===== config.mk =====
export PLATFORM = sky130hd
export DESIGN_NAME = hs_port
export DESIGN_NICKNAME = d
export VERILOG_FILES = /design/src/rtl/hs_port_pkg.sv /design/src/rtl/hs_port_sync.sv /design/src/rtl/hs_port_regs.sv /design/src/rtl/hs_port_ctrl.sv /design/src/rtl/hs_port.sv
export SDC_FILE = /design/constraint.sdc
export NUM_CORES = 1
export LEC_CHECK = 0
export BUFFER_PORTS_ARGS = -buffer_cell sky130_fd_sc_hd__buf_2
export CELL_PAD_IN_SITES_DETAIL_PLACEMENT = 0
export CELL_PAD_IN_SITES_GLOBAL_PLACEMENT = 1
export CORE_AREA = 4 4 73 75
export DETAILED_ROUTE_END_ITERATION = 12
export DIE_AREA = 0 0 77 79
export HOLD_SLACK_MARGIN = 0.05
export PLACE_DENSITY = 0.71
export RECOVER_POWER = 50
export REMOVE_ABC_BUFFERS = 1
export SLEW_MARGIN = 25
export SYNTH_ARGS = -nofsm -noshare
export SYNTH_HDL_FRONTEND = slang
export SYNTH_SLANG_ARGS = --single-unit

===== constraint.sdc =====
create_clock -name clk_i -period 1.5 [get_ports clk_i]
set_clock_uncertainty 0.2 [all_clocks]
set_input_delay 0.15 -clock clk_i [delete_from_list [all_inputs] [get_ports clk_i]]
set_output_delay 0.15 -clock clk_i [all_outputs]
set_load 0.03 [all_outputs]

===== src/rtl/hs_port_pkg.sv =====
package hs_port_pkg;
  typedef enum logic [1:0] {
    A_DIR  = 2'd0,
    A_DATA = 2'd1,
    A_CSR  = 2'd2,
    A_RSVD = 2'd3
  } addr_e;

  localparam int LE_BIT   = 3;
  localparam int OSS_BIT  = 4;
  localparam int IE_BIT   = 6;
  localparam int FLAG_BIT = 7;
  localparam int CSR_W    = 8;
endpackage


===== src/rtl/hs_port_sync.sv =====
module hs_port_sync #(
  parameter int STAGES = 2
) (
  input  logic clk_i,
  input  logic rst_ni,
  input  logic async_i,
  output logic fall_o
);
  // chain_q[STAGES] holds the previous synchronised sample
  logic [STAGES:0] chain_q;

  always_ff @(posedge clk_i or negedge rst_ni) begin
    if (!rst_ni) chain_q <= '1;
    else         chain_q <= {chain_q[STAGES-1:0], async_i};
  end

  assign fall_o = chain_q[STAGES] & ~chain_q[STAGES-1];


  fall_pulse_chk: assert property (@(posedge clk_i) disable iff (!rst_ni)
    fall_o |=> !fall_o);
endmodule


===== src/rtl/hs_port_regs.sv =====
module hs_port_regs #(
  parameter int DW = 8
) (
  input  logic          clk_i,
  input  logic          rst_ni,
  input  logic          dir_wr_i,
  input  logic          data_wr_i,
  input  logic [DW-1:0] wdata_i,
  output logic [DW-1:0] dir_o,
  output logic [DW-1:0] out_o
);
  logic [DW-1:0] dir_q, out_q;

  always_ff @(posedge clk_i or negedge rst_ni) begin
    if (!rst_ni) begin
      dir_q <= '0;
      out_q <= '0;
    end else begin
      if (dir_wr_i)  dir_q <= wdata_i;
      if (data_wr_i) out_q <= wdata_i;
    end
  end

  assign dir_o = dir_q;
  assign out_o = out_q;


  dir_hold_chk: assert property (@(posedge clk_i) disable iff (!rst_ni)
    !dir_wr_i |=> $stable(dir_o));
endmodule


===== src/rtl/hs_port_ctrl.sv =====
module hs_port_ctrl #(
  parameter int DW = 8
) (
  input  logic          clk_i,
  input  logic          rst_ni,
  input  logic          csr_wr_i,
  input  logic          csr_rd_i,
  input  logic          data_rd_i,
  input  logic          data_wr_i,
  input  logic          le_w_i,
  input  logic          oss_w_i,
  input  logic          ie_w_i,
  input  logic          fall_i,
  input  logic [DW-1:0] pin_i,
  output logic          le_o,
  output logic          oss_o,
  output logic          ie_o,
  output logic          flag_o,
  output logic          closed_o,
  output logic [DW-1:0] cap_o,
  output logic          irq_o,
  output logic          stb_out_no
);
  logic le_q, oss_q, ie_q, flag_q, armed_q, closed_q, stb_q;
  logic [DW-1:0] cap_q;
  logic data_acc;

  assign data_acc = data_rd_i | data_wr_i;

  always_ff @(posedge clk_i or negedge rst_ni) begin
    if (!rst_ni) begin
      le_q  <= 1'b0;
      oss_q <= 1'b0;
      ie_q  <= 1'b0;
    end else if (csr_wr_i) begin
      le_q  <= le_w_i;
      oss_q <= oss_w_i;
      ie_q  <= ie_w_i;
    end
  end

  // flag: set by strobe edge, cleared by status-read then data-access
  always_ff @(posedge clk_i or negedge rst_ni) begin
    if (!rst_ni) begin
      flag_q  <= 1'b0;
      armed_q <= 1'b0;
    end else begin
      if (fall_i)                   flag_q <= 1'b1;
      else if (data_acc && armed_q) flag_q <= 1'b0;
      if (csr_rd_i)      armed_q <= flag_q;
      else if (data_acc) armed_q <= 1'b0;
    end
  end

  always_ff @(posedge clk_i or negedge rst_ni) begin
    if (!rst_ni) begin
      closed_q <= 1'b0;
      cap_q    <= '0;
    end else if (!le_q) begin
      closed_q <= 1'b0;
    end else if (fall_i && (!closed_q || data_rd_i)) begin
      cap_q    <= pin_i;
      closed_q <= 1'b1;
    end else if (data_rd_i) begin
      closed_q <= 1'b0;
    end
  end

  always_ff @(posedge clk_i or negedge rst_ni) begin
    if (!rst_ni) stb_q <= 1'b1;
    else         stb_q <= ~(oss_q ? data_wr_i : data_rd_i);
  end

  assign le_o       = le_q;
  assign oss_o      = oss_q;
  assign ie_o       = ie_q;
  assign flag_o     = flag_q;
  assign closed_o   = closed_q;
  assign cap_o      = cap_q;
  assign irq_o      = flag_q & ie_q;
  assign stb_out_no = stb_q;


  flag_set_chk: assert property (@(posedge clk_i) disable iff (!rst_ni)
    fall_i |=> flag_o);

  flag_clear_chk: assert property (@(posedge clk_i) disable iff (!rst_ni)
    (data_acc && armed_q && !fall_i) |=> !flag_o);

  flag_hold_chk: assert property (@(posedge clk_i) disable iff (!rst_ni)
    (flag_o && !fall_i && !(data_acc && armed_q)) |=> flag_o);

  csr_wr_flag_chk: assert property (@(posedge clk_i) disable iff (!rst_ni)
    (csr_wr_i && !flag_o && !fall_i) |=> !flag_o);

  latch_hold_chk: assert property (@(posedge clk_i) disable iff (!rst_ni)
    (closed_o && le_o && !data_rd_i) |=> $stable(cap_o));

  ostb_rd_chk: assert property (@(posedge clk_i) disable iff (!rst_ni)
    (data_rd_i && !oss_o) |=> !stb_out_no);

  ostb_wr_chk: assert property (@(posedge clk_i) disable iff (!rst_ni)
    (data_wr_i && oss_o) |=> !stb_out_no);
endmodule


===== src/rtl/hs_port.sv =====
module hs_port
  import hs_port_pkg::*;
#(
  parameter int DW          = 8,
  parameter int SYNC_STAGES = 2
) (
  input  logic          clk_i,
  input  logic          rst_ni,
  input  logic [1:0]    addr_i,
  input  logic          rd_i,
  input  logic          wr_i,
  input  logic [DW-1:0] wdata_i,
  output logic [DW-1:0] rdata_o,
  input  logic [DW-1:0] pin_i,
  output logic [DW-1:0] pin_o,
  output logic [DW-1:0] pin_oe_o,
  input  logic          stb_in_ni,
  output logic          stb_out_no,
  output logic          irq_o
);
  logic sel_dir, sel_data, sel_csr;
  logic fall;
  logic [DW-1:0] dir, out, cap, in_view, data_view;
  logic le, oss, ie, flag, closed;

  assign sel_dir  = (addr_i == A_DIR);
  assign sel_data = (addr_i == A_DATA);
  assign sel_csr  = (addr_i == A_CSR);

  hs_port_sync #(.STAGES(SYNC_STAGES)) u_sync (
    .clk_i(clk_i), .rst_ni(rst_ni), .async_i(stb_in_ni), .fall_o(fall)
  );

  hs_port_regs #(.DW(DW)) u_regs (
    .clk_i(clk_i), .rst_ni(rst_ni),
    .dir_wr_i(wr_i & sel_dir), .data_wr_i(wr_i & sel_data),
    .wdata_i(wdata_i), .dir_o(dir), .out_o(out)
  );

  hs_port_ctrl #(.DW(DW)) u_ctrl (
    .clk_i(clk_i), .rst_ni(rst_ni),
    .csr_wr_i(wr_i & sel_csr), .csr_rd_i(rd_i & sel_csr),
    .data_rd_i(rd_i & sel_data), .data_wr_i(wr_i & sel_data),
    .le_w_i(wdata_i[LE_BIT]), .oss_w_i(wdata_i[OSS_BIT]), .ie_w_i(wdata_i[IE_BIT]),
    .fall_i(fall), .pin_i(pin_i),
    .le_o(le), .oss_o(oss), .ie_o(ie), .flag_o(flag), .closed_o(closed),
    .cap_o(cap), .irq_o(irq_o), .stb_out_no(stb_out_no)
  );

  assign in_view   = (le && closed) ? cap : pin_i;
  assign data_view = (dir & out) | (~dir & in_view);

  always_comb begin
    rdata_o = '0;
    case (addr_i)
      A_DIR:  rdata_o = dir;
      A_DATA: rdata_o = data_view;
      A_CSR: begin
        rdata_o[LE_BIT]   = le;
        rdata_o[OSS_BIT]  = oss;
        rdata_o[IE_BIT]   = ie;
        rdata_o[FLAG_BIT] = flag;
      end
      default: rdata_o = '0;
    endcase
  end

  assign pin_o    = out;
  assign pin_oe_o = dir;


  irq_src_chk: assert property (@(posedge clk_i) disable iff (!rst_ni)
    irq_o |-> (rdata_o[FLAG_BIT] || !sel_csr));
endmodule


==> flow_metrics.env, run 1 <==
export IMPL_initial_core_util_pct=35.0
export IMPL_clockBufferDepth=2
export IMPL_drtAntennaViolNets=0
export IMPL_setup_slack_ps=-358
export IMPL_drt_iter0_drc=43
export IMPL_io_pins=49
export IMPL_grt_max_degree=35
export IMPL_worst_slew_pin_slew_ps=847
export IMPL_cp_required_ps=1150
export IMPL_slew_viol_final=0
export IMPL_powerDensity_mw_per_mm2=1240
export IMPL_yosysTopAreaCell="dfrtp_1"
export IMPL_layout_nets=235
export IMPL_syn_area_sq_mm=0.00163
export IMPL_async_flop_share_pct=100
export IMPL_h_tree_depth=2
export IMPL_drive_gt1_share_pct=51.2
export IMPL_cap_violations=0
export IMPL_syn_inst=124
export IMPL_path_max_fanout=4
export IMPL_synth_edff_count=0
export IMPL_synth_top_area_share_pct=46.0
export IMPL_startpoint_type="register"
export IMPL_relSlewSlack_pct=43.5
export IMPL_die_w_um=77
export IMPL_core_sq_mm=0.00466
export IMPL_area_delta_synth_final_pct=49.7
export IMPL_yosysSeqAreaShare_pct=52.5
export IMPL_final_setup_tns_ps=-3100
export IMPL_critPathCaptureType="primary output"
export IMPL_cts_sinks=34
export IMPL_synth_cell_types=23
export IMPL_finalCritPeriodShare_pct=124
export IMPL_hold_violations=0
export IMPL_antenna_found_initial=0
export IMPL_cts_buffers=5
export IMPL_setup_viol=16
export IMPL_status="complete, but fails checks"
export IMPL_rsz0062_at_grt="true"
export IMPL_arrival_ps=1510
export IMPL_grt_pass1_vias=1433
export IMPL_grt_overflow_total=0
export IMPL_grt_usage_pct=15.4
export IMPL_failed_checks="negative setup slack"
export IMPL_cts_tree="yes"
export IMPL_yosys_register_bits=34
export IMPL_synth_common_cells="30 x dfrtp_1, 28 x mux2_2, 12 x mux2i_1, 8 x o31ai_1"
export IMPL_hp_class="input pin to register"
export IMPL_synth_area_leaders="dfrtp_1 46%, mux2_2 19%, mux2i_1 7.4%"
export IMPL_antenna_cells=0
export IMPL_fmax_mhz=538
export IMPL_worstSetupPathType="register to primary output"
export IMPL_die_y_um=79
export IMPL_power_mw=3.04
export IMPL_peakVddDrop_mv=0.405
export IMPL_clockRootBuffer="clkbuf_8"
export IMPL_rows=25
export IMPL_io_buffers=48
export IMPL_synth_flop_cell="dfrtp_1"
export IMPL_wirelength_um=4210
export IMPL_vias=1311
export IMPL_gp_congestion=0.758
export IMPL_drc=0
export IMPL_whs_ps=65.4
export IMPL_clk_pin_slew_ps=70
export IMPL_drt_first_pass_iters=4
export IMPL_ys_warn_count=0
export IMPL_insertion_delay_ps=280
export IMPL_finalCriticalPeriod_ps=1860
export IMPL_viasPerCell=4.91
export IMPL_synth_most_common_cell="dfrtp_1"
export IMPL_grt_pass1_wl_um=7250
export IMPL_leakage_nw=1.13
export IMPL_place_hpwl_um=2940
export IMPL_post_synth_cell_area_avg_sq_um=13.2
export IMPL_dieArea_sq_mm=0.00608
export IMPL_wl_per_cell_um=15.8
[worst max-delay path: stages (launching register included)]
cell	delay [ps]
dfrtp_1	360
nand2_2	90
buf_4	160
mux2i_2	160
o31ai_2	260
buf_4	200
[power breakdown]
| group | switching, mW | total, mW | internal (mW) |
|---|---|---|---|
| clock network | 0.316 | 0.686 | 0.370 |
| logic | 0.550 | 1.07 | 0.522 |
| registers | 0.161 | 1.28 | 1.12 |
[path summary, 6_finish.rpt]
| check | startpoint | cells past startpoint | slack [ps] | to |
|---|---|---|---|---|
| max | u_ctrl.le_o$_DFFE_PN0P_ | 5 | -360 | rdata_o[4] |
| min | rd_i | 3 | 70 | u_ctrl.armed_q$_DFFE_PN0P_ |
| max reg2reg | u_sync.chain_q[2]$_DFF_PN1_ | 4 | -90 | u_ctrl.cap_o[4]$_DFFE_PN0P_ |
| min reg2reg | u_sync.chain_q[0]$_DFF_PN1_ | 0 | 160 | u_sync.chain_q[1]$_DFF_PN1_ |
| max in group asynchronous | rst_ni | 3 | 180 | u_regs.out_o[5]$_DFFE_PN0P_ |
| min in group asynchronous | rst_ni | 3 | 390 | u_regs.dir_o[0]$_DFFE_PN0P_ |
[per-stage QoR]
| stage | utilization (%) | instances | setup slack (ps) | cell area (sq um) |
|---|---|---|---|---|
| 2_1_floorplan | - | 120 | -465 | 1610 |
| 3_3_place_gp | 43.4 | 234 | -101 | 2020 |
| 3_5_place_dp | 43.4 | 234 | -138 | 2020 |
| 4_1_cts | 52.2 | 267 | -356 | 2430 |
| 5_1_grt | 52.4 | 267 | -446 | 2440 |
| 6_report | 52.4 | 267 | -358 | 2440 |
[layout make-up]
cell class                      instances  area (sq um)
Fill cell                             418          2220
Clock inverter                          1          5.00
Timing Repair Buffer                   85           609
Clock buffer                            7          86.3
Inverter                                1          3.75
Sequential cell                        34           856
Tap cell                               54          67.6
Multi-Input combinational cell         85           815
[timing repair]
item / in CTS / in global routing
hold buffers: 21 / 0
pin swaps: 3 / 3
setup buffers: 5 / 1
gates resized for setup: 23 / 3
hold endpoints to repair: 64 / 0
setup endpoints to repair: 16 / 16
[routing by layer]
metal / vias up / part of all wire [%] / GRT usage, %
li1: 635 / - / -
met3: 4 / 3.2 / 4.42
met4: 0 / 1.3 / 6.76
met2: 25 / 51 / 25.3
met1: 647 / 45 / 18.8
met5: - / 0 / 0
[state kept, by name (all words and copies together), names as in the netlist]
| signal | cells |
|---|---|
| u_ctrl.armed_q | 1 |
| u_ctrl.cap_o | 8 |
| u_ctrl.closed_o | 1 |
| u_ctrl.flag_o | 1 |
| u_ctrl.ie_o | 1 |
| u_ctrl.le_o | 1 |
| u_ctrl.oss_o | 1 |
| u_ctrl.stb_out_no | 1 |
| u_regs.dir_o | 8 |
| u_regs.out_o | 8 |
| u_sync.chain_q | 3 |
[cell families (layout without fill, tap and decap cells)]
logic type / after synthesis / in the layout / share of synthesized area (%)
multiplexers: 40 / 40 / 26.7
AND/OR/NAND/NOR: 26 / 26 / 10.2
buffers and inverters: 5 / 94 / 1.46
flip-flops: 34 / 34 / 52.5
AO/OA/AOI/OAI: 19 / 19 / 9.20
[cells in the final DEF (no fill, tap or decap), types with 4 or more instances in the layout]
master,netlist,routed
o22a_1,4,4
mux2i_1,12,9
nand2_1,7,6
clkbuf_8,0,6
dlygate4sd3_1,0,21
dfrtp_1,30,30
buf_4,1,19
o31ai_1,8,6
mux2_4,0,8
nand2b_1,5,5
mux2_2,28,20
buf_2,1,38
nand3b_1,7,7
No activity file was read; power rests on OpenSTA's default activity.
==> run 2: changes to the inputs <==
REMOVE_ABC_BUFFERS = default   (was 1)
==> flow_metrics.env, run 2 (same netlist as run 1, synthesis figures left out) <==
export IMPL_power_mw=3.27
export IMPL_die_y_um=79
export IMPL_relSlewSlack_pct=42.7
export IMPL_finalCritPeriodShare_pct=120
export IMPL_grt_usage_pct=16.2
export IMPL_drtAntennaViolNets=0
export IMPL_rows=25
export IMPL_p_seq_share_pct=40.9
export IMPL_clockRootBuffer="clkbuf_8"
export IMPL_dp_slack_ps=-152
export IMPL_antenna_found_initial=0
export IMPL_initial_core_util_pct=35.0
export IMPL_core_sq_mm=0.00466
export IMPL_max_stage_delay_ps=430
export IMPL_failed_checks="negative setup slack"
export IMPL_hp_class="input pin to register"
export IMPL_grt_busiest_layer="met2"
export IMPL_io_buffers=48
export IMPL_h_tree_depth=2
export IMPL_startpoint_type="register"
export IMPL_drive_gt1_share_pct=57.9
export IMPL_cts_sinks=34
export IMPL_rsz0062_at_grt="true"
export IMPL_antenna_cells=0
export IMPL_met1_usage_pct=19.7
export IMPL_cp_slowest_cell="dfrtp_2"
export IMPL_synth_nets=147
export IMPL_wl_per_cell_um=17.6
export IMPL_hold_violations=0
export IMPL_cts_tree="yes"
export IMPL_path_cells="nand2_8 > mux2i_2 > o31ai_4 > buf_6"
export IMPL_area_delta_synth_final_pct=63.2
export IMPL_peakVddDrop_mv=0.721
export IMPL_r2r_slack_ps=-140
export IMPL_cp_required_ps=1150
export IMPL_powerDensity_mw_per_mm2=1230
export IMPL_use_met2_pct=27.1
export IMPL_leakage_nw=1.15
export IMPL_most_common_layout_cells="38 x buf_2, 28 x dfrtp_1, 21 x dlygate4sd3_1, 20 x mux2_2"
export IMPL_grtUsageMet3_pct=4.76
export IMPL_gp_congestion=0.752
export IMPL_intPower_mw=2.10
export IMPL_place_hpwl_um=3160
export IMPL_wirelength_um=4710
export IMPL_setup_slack_ps=-306
export IMPL_worst_slew_pin_slew_ps=859
export IMPL_grt_pass1_vias=1555
export IMPL_combPwrFrac_pct=37.2
export IMPL_die_w_um=77
export IMPL_power_switching_mw=1.17
export IMPL_slew_viol_final=0
export IMPL_setup_viol=16
export IMPL_worstSetupPathType="register to primary output"
export IMPL_p_sw_share_pct=35.7
export IMPL_drt_first_pass_iters=4
export IMPL_critPathCaptureType="primary output"
export IMPL_drt_iter0_drc=60
export IMPL_pwr_share_clk_pct=22.0
export IMPL_fin_util_pct=57.1
export IMPL_status="complete, but fails checks"
export IMPL_grt_pass1_wl_um=7650
export IMPL_clockBufferDepth=2
export IMPL_path_max_fanout=8
export IMPL_clk_pin_slew_ps=70
export IMPL_critPathTopFamily="flip-flops"
export IMPL_grt_max_degree=35
export IMPL_vias=1391
export IMPL_drc=0
export IMPL_layout_nets=236
export IMPL_arrival_ps=1460
export IMPL_grt_overflow_total=0
export IMPL_mostFrequentLayoutCell="buf_2"
export IMPL_final_setup_tns_ps=-3300
export IMPL_worst_path_buf_inv=1
export IMPL_fmax_mhz=554
export IMPL_cap_violations=0
export IMPL_cts_buffers=5
export IMPL_finalCriticalPeriod_ps=1810
export IMPL_io_pins=49
export IMPL_dieArea_sq_mm=0.00608
export IMPL_viasPerCell=5.19
export IMPL_insertion_delay_ps=290
run 2: what timing repair did:
item | in CTS | in global routing
gates resized for setup | 22 | 24
setup endpoints to repair | 16 | 16
hold buffers | 21 | 0
endpoints found under the hold margin | 64 | 0
pin swaps | 0 | 5
setup buffers | 3 | 0
run 2: layout make-up:
class	instances	area, sq um
fill	388	2000
inverter	1	3.75
multi-input combinational	85	982
clock buffer	7	86.3
clock inverter	1	5.00
timing repair buffer	86	659
tap	54	67.6
sequential	34	858
run 2: power by group through the flow:
| stage | clock network, mW | registers (mW) | logic, mW |
|---|---|---|---|
| after floorplan | 0 | 1.44 | 0.520 |
| after global placement | 0 | 1.29 | 0.977 |
| after detailed placement | 0 | 1.30 | 1.00 |
| after CTS | 0.734 | 1.30 | 1.14 |
| after global routing | 0.773 | 1.37 | 1.29 |
| final | 0.717 | 1.34 | 1.21 |
run 2: worst register-to-register path: stages (launching register included):
cell	delay, ps
dfstp_2	530
nand3b_1	130
a21oi_4	210
buf_6	150
mux2_4	290
run 2: worst paths after layout:
path                                        startpoint                          end  cells past startpoint
max                            u_ctrl.le_o$_DFFE_PN0P_                   rdata_o[7]                      4
min                                          addr_i[0]   u_ctrl.armed_q$_DFFE_PN0P_                      3
max reg2reg                u_sync.chain_q[2]$_DFF_PN1_  u_ctrl.cap_o[1]$_DFFE_PN0P_                      4
min reg2reg                u_sync.chain_q[0]$_DFF_PN1_  u_sync.chain_q[1]$_DFF_PN1_                      0
max in group asynchronous                       rst_ni  u_ctrl.closed_o$_DFFE_PN0P_                      3
min in group asynchronous                       rst_ni   u_ctrl.armed_q$_DFFE_PN0P_                      3
run 2: stage by stage:
stage	cell area, sq um	cells	hold WS (ps)
after global routing	2660	268	121
after detailed placement	2160	236	10.4
after global placement	2160	236	2.66
after floorplan	1740	124	-346
final	2660	268	89.7
after CTS	2560	268	86.1
run 2: layer usage:
metal | part of all wire (%) | vias up
met5 | 0 | -
met4 | 1.5 | 0
met3 | 5.7 | 9
met2 | 50 | 40
met1 | 43 | 702
li1 | - | 640
